==> src/rtl/wps_pkg.sv <==
package wps_pkg;

  typedef enum logic [1:0] {
    ARB_IDLE = 2'd0,
    ARB_HOLD = 2'd1
  } arb_state_t;

  typedef struct packed {
    logic fire_a;
    logic fire_b;
    logic tie;
  } arb_out_t;

  function automatic int hold_cycles(input int window_ns, input int clk_mhz);
    return (window_ns * clk_mhz + 999) / 1000;
  endfunction

endpackage

==> src/rtl/wps_edge_sync.sv <==
module wps_edge_sync #(
  parameter int STAGES = 2
) (
  input  logic clk,
  input  logic rst,
  input  logic async_in,
  output logic rise
);
  // STAGES synchronizer flops plus one history flop for edge detection
  localparam int DEPTH = STAGES + 1;

  logic [DEPTH-1:0] shift_q;

  always_ff @(posedge clk) begin
    if (rst) begin
      shift_q <= '0;
    end else begin
      shift_q <= {shift_q[DEPTH-2:0], async_in};
    end
  end

  assign rise = shift_q[STAGES-1] & ~shift_q[STAGES];

endmodule

==> src/rtl/wps_arbiter.sv <==
module wps_arbiter
  import wps_pkg::*;
#(
  parameter int HOLD_CYCLES = 4
) (
  input  logic     clk,
  input  logic     rst,
  input  logic     rise_a,
  input  logic     rise_b,
  output arb_out_t out_q
);
  localparam int CNT_W = (HOLD_CYCLES > 1) ? $clog2(HOLD_CYCLES) : 1;
  localparam logic [CNT_W-1:0] CNT_LAST = CNT_W'(HOLD_CYCLES - 1);

  arb_state_t     state_q;
  logic [CNT_W-1:0] cnt_q;

  always_ff @(posedge clk) begin
    if (rst) begin
      state_q <= ARB_IDLE;
      cnt_q   <= '0;
      out_q   <= '0;
    end else begin
      out_q <= '0;
      unique case (state_q)
        ARB_IDLE: begin
          if (rise_a || rise_b) begin
            out_q.fire_a <= rise_a & ~rise_b;
            out_q.fire_b <= rise_b & ~rise_a;
            out_q.tie    <= rise_a & rise_b;
            cnt_q        <= '0;
            state_q      <= ARB_HOLD;
          end
        end
        ARB_HOLD: begin
          if (cnt_q == CNT_LAST) begin
            state_q <= ARB_IDLE;
          end else begin
            cnt_q <= cnt_q + 1'b1;
          end
        end
        default: state_q <= ARB_IDLE;
      endcase
    end
  end

endmodule

==> src/rtl/wire_pair_separator.sv <==
module wire_pair_separator
  import wps_pkg::*;
#(
  parameter int CLK_MHZ     = 53,
  parameter int WINDOW_NS   = 60,
  parameter int SYNC_STAGES = 2
) (
  input  logic clk,
  input  logic rst,
  input  logic wire_a_in,
  input  logic wire_b_in,
  output logic trig_a,
  output logic trig_b,
  output logic ambig
);
  localparam int HOLD_CYCLES = hold_cycles(WINDOW_NS, CLK_MHZ);
  localparam int NCH = 2;

  logic [NCH-1:0] raw_in;
  logic [NCH-1:0] rise;
  logic           rise_a;
  logic           rise_b;
  arb_out_t       arb_q;

  assign raw_in = {wire_b_in, wire_a_in};

  for (genvar ch = 0; ch < NCH; ch++) begin : g_chan
    wps_edge_sync #(
      .STAGES(SYNC_STAGES)
    ) u_sync (
      .clk      (clk),
      .rst      (rst),
      .async_in (raw_in[ch]),
      .rise     (rise[ch])
    );
  end

  assign rise_a = rise[0];
  assign rise_b = rise[1];

  wps_arbiter #(
    .HOLD_CYCLES(HOLD_CYCLES)
  ) u_arb (
    .clk    (clk),
    .rst    (rst),
    .rise_a (rise_a),
    .rise_b (rise_b),
    .out_q  (arb_q)
  );

  assign trig_a = arb_q.fire_a;
  assign trig_b = arb_q.fire_b;
  assign ambig  = arb_q.tie;

endmodule

==> config.mk <==
export PLATFORM = sky130hd
export DESIGN_NAME = wire_pair_separator
export DESIGN_NICKNAME = d
export VERILOG_FILES = /design/src/rtl/wps_pkg.sv /design/src/rtl/wps_edge_sync.sv /design/src/rtl/wps_arbiter.sv /design/src/rtl/wire_pair_separator.sv
export SDC_FILE = /design/constraint.sdc
export NUM_CORES = 1
export LEC_CHECK = 0
export BUFFER_PORTS_ARGS = -buffer_cell sky130_fd_sc_hd__buf_2
export CAP_MARGIN = 0
export CORE_AREA = 3 3 40 42
export CTS_BUF_LIST = sky130_fd_sc_hd__clkbuf_8
export CTS_CLUSTER_SIZE = 20
export DETAILED_ROUTE_END_ITERATION = 8
export DIE_AREA = 0 0 43 45
export PLACE_DENSITY_LB_ADDON = 0.15
export SLEW_MARGIN = 20
export SYNTH_ARGS = -nofsm -noshare
export SYNTH_HDL_FRONTEND = slang
export SYNTH_HIERARCHICAL = 1
export SYNTH_SLANG_ARGS = --single-unit
==> constraint.sdc <==
create_clock -name clk -period 1.1 [get_ports clk]
set_input_delay 0.11 -clock clk [delete_from_list [all_inputs] [get_ports clk]]
set_output_delay 0.11 -clock clk [all_outputs]
set_load 0.05 [all_outputs]
==> key figures <==
Outcome
  • Status: finished, violations left
  • Violated checks: setup timing

Synth
  • Mapped cell area: 422 um2
  • Largest family of logic cells by synthesized area: simple AND/OR/NAND/NOR gates
  • Cells after Synth: 34
  • Yosys cell types: 13
  • Synth warn: 6
  • Mux cell area share after synthesis: 0.0237
  • Adder-Cell Fraction of Synth Area: 0.0593
  • Average size of a mapped cell: around 12 um2
  • Synth top area share: 0.570
  • Simple-gate area share of the yosys netlist: 0.279
  • Area leader, netlist: dfxtp_1
  • Synthesized flop and latch total: 12
  • Post-Synth XOR/XNOR Area: 0.0208
  • Compound-Gate Fraction of Synth Area: 0.0475
  • Synthesized Nets: 40
  • Seq/Total Area, Yosys: 0.570
  • Synth area leaders: dfxtp_1 (57%), nor2b_1 (8.9%), ha_1 (5.9%)

Cells and area
  • ANT cells: 0
  • Layout cell share with drive strength beyond 1: 0.429
  • Growth of design area from synthesis to finish: 38.6%
  • Fillers: 122
  • Fin nets: 56

GRT
  • Pin count of the biggest net entering global routing: 14
  • Layer with the highest usage: met1
  • GRT Util Overall: 0.0814
  • Total congestion overflow: 0
  • First-pass GRT wire length: between 1000 and 1500 um
  • Met2 usage: 0.0958
  • Met1 Use GR: 0.108
  • Initial antenna violation count: 0
  • Number of global-route vias before repair: 247
  • Met3 Usage GRT: 0.0717

Clock tree
  • Total CTS buffers: 3
  • TritonCTS clock tree: built
  • H-Tree Depth: 1
  • # hold bufs at CTS: 0
  • Clock Latency Late Sink: 240 ps
  • Clock slew at reported path FFs: 50 ps
  • Max clock buf depth: 2
  • Clock Tree Root: clkbuf_8
  • Num Clock Sinks: 12

Critical path
  • Worst Path Buf+Inv: 0
  • CP top delay family: simple AND/OR/NAND/NOR gates
  • CP Class: flip-flop to flip-flop
  • WP data required: 1260 ps
  • Reg2Reg Setup Slack: -70 ps
  • Crit path max fanout: 3
  • CP endpoint kind: flip-flop
  • Critical path, cell by cell: nor2b_4, or4b_4, o22ai_2
  • Worst setup SP type: flip-flop
  • Slowest CP cell: or4b_4
  • Crit path DAT: 1330 ps
  • CP peak stage delay: 510 ps

Routing
  • Number of routed nets with antenna violations: 0
  • Vias per std cell: roughly 4.5
  • Total wire length: 718 um
  • 1st-iter DRT viols: 0
  • Residual DRC: 0
  • Routed length per placed instance: 11.2 um
  • 1st-pass router iterations: 1
  • DR vias: 285

Power
  • Net switching power: about 0.00020 W
  • Int Pwr: between 0.0008 and 0.0009 W
  • Overall power: 0.00100 W
  • PwrDens: about 1700 nW/um2
  • Switch share: 0.196
  • Maximum VDD drop: 1.19 mV
  • Clock power share: 0.463
  • Combinational Power Share: 0.076
  • Seq pwr share: 0.462
  • Leak: 0.256 nW

Timing
  • Max-slew violation count: 0
  • FMAX: about 860 MHz
  • Fin. Hold Viols: 0
  • Final worst slack: -66.3 ps
  • Unrepaired setup endpoints after global routing: yes
  • Worst Skew: approximately 5.7 ps
  • Max-slew headroom: 0.811
  • Worst slew pin tran: 280 ps
  • Min Tclk post-route: 1170 ps
  • Final worst-path cycle share: 1.06
  • Final setup fails: 2

Worst hold path
  • Worst hold path type: input port to flip-flop

Die
  • Die Footprint: 1940 um2
  • Die Y: 45 um
  • Initial Util: 0.328
  • Core Rows: 13
  • Core area: 1280 um2
  • I/O pin count: 7
  • Die W: ~43 um

Place
  • Number of port buffers: 6
  • GP Congestion: 0.790
  • Pre-CTS setup slack: -85.7 ps

Run
  • Max-cap violation count: 0
## cell usage in the layout (no fill, tap or decap)
| cell type | netlist | layout |
|---|---|---|
| mux2i_1 | 1 | 1 |
| nor2b_4 | 0 | 2 |
| nor4b_1 | 2 | 2 |
| buf_4 | 0 | 5 |
| or4b_1 | 2 | 1 |
| ha_1 | 2 | 2 |
| xor2_1 | 1 | 1 |
| and4bb_2 | 1 | 1 |
| dfxtp_2 | 0 | 1 |
| dfxtp_1 | 12 | 11 |
| nor3_1 | 1 | 1 |
| clkbuf_8 | 0 | 4 |
| buf_2 | 0 | 6 |
| or2b_1 | 1 | 1 |
| o22ai_1 | 2 | 1 |
| a211oi_1 | 1 | 1 |
| o22ai_2 | 0 | 1 |
| or4b_4 | 0 | 1 |
| nor2b_1 | 6 | 6 |
## per-stage QoR
step	hold WS, ps	TNS, ps	util	instances	area [um2]
3_3_place_gp	321	-67.8	0.391	58	503
6_report	86.8	-124	0.455	64	584
4_1_cts	84.0	-156	0.441	63	567
5_1_grt	114	-232	0.455	64	584
3_5_place_dp	330	-130	0.391	58	503
2_1_floorplan	182	-14.6	-	34	432
## state kept, by name (all words and copies together), names as in the netlist
name / cells
u_arb/state_q: 1
u_arb/out_q: 3
u_arb/cnt_q: 2
g_chan.u_sync/shift_q: 6
## cell families after synthesis
group / count (synthesis)
adders and majority gates: 2
AOI/OAI and AO/OA: 3
xor gates and xnor gates: 1
DFF: 12
muxes: 1
and+or+nand+nor: 15
## final cells by class
cell class / count / area (um2) / share of cell area
flip-flops and latches: 12 / 241 / 0.413
repair buffers: 11 / 67.6 / 0.116
multi-input cells: 22 / 201 / 0.345
well taps: 15 / 18.8 / 0.0321
clock buffers: 4 / 55.1 / 0.0942
## synthesized netlist by cell type
cell type	n
or2b_1	1
mux2i_1	1
a211oi_1	1
nor2b_1	6
or4b_1	2
xor2_1	1
nor2b_2	2
nor4b_1	2
ha_1	2
dfxtp_1	12
and4bb_2	1
o22ai_1	2
nor3_1	1
## metal layers
metal / share of wire / wire length, um / vias up
met5: 0 / 0 / -
met4: 0 / 0 / 0
met2: 0.43 / 308 / 9
li1: - / - / 151
met3: 0.078 / 56 / 0
met1: 0.49 / 352 / 125
## power groups by stage
| stage | combinational, W | clock (W) | sequential [W] |
|---|---|---|---|
| floorplan | 0.0000322 | 0 | 0.000480 |
| CTS | 0.0000709 | 0.000482 | 0.000464 |
| global route | 0.0000829 | 0.000504 | 0.000466 |
| detailed placement | 0.0000689 | 0 | 0.000472 |
| finish | 0.0000759 | 0.000465 | 0.000464 |
| global placement | 0.0000658 | 0 | 0.000472 |
## worst paths after layout
check                                                              end  cells after the start                                    from
worst max register to register             u_arb/cnt_q[1]$_SDFFE_PP0P_                      3  g_chan[1].u_sync/shift_q[1]$_SDFF_PP0_
worst min-delay path            g_chan[1].u_sync/shift_q[0]$_SDFF_PP0_                      2                               wire_b_in
worst max-delay path                       u_arb/cnt_q[1]$_SDFFE_PP0P_                      3  g_chan[1].u_sync/shift_q[1]$_SDFF_PP0_
worst min register to register  g_chan[1].u_sync/shift_q[1]$_SDFF_PP0_                      1  g_chan[1].u_sync/shift_q[0]$_SDFF_PP0_
## repair_timing
item | CTS | global route
gates resized for setup | 1 | 2
endpoints found under the hold margin | 0 | 0
setup buffers | 1 | 1
setup endpoints to repair | 2 | 3
pin swaps | 4 | 1
No activity file was read; power rests on OpenSTA's default activity.
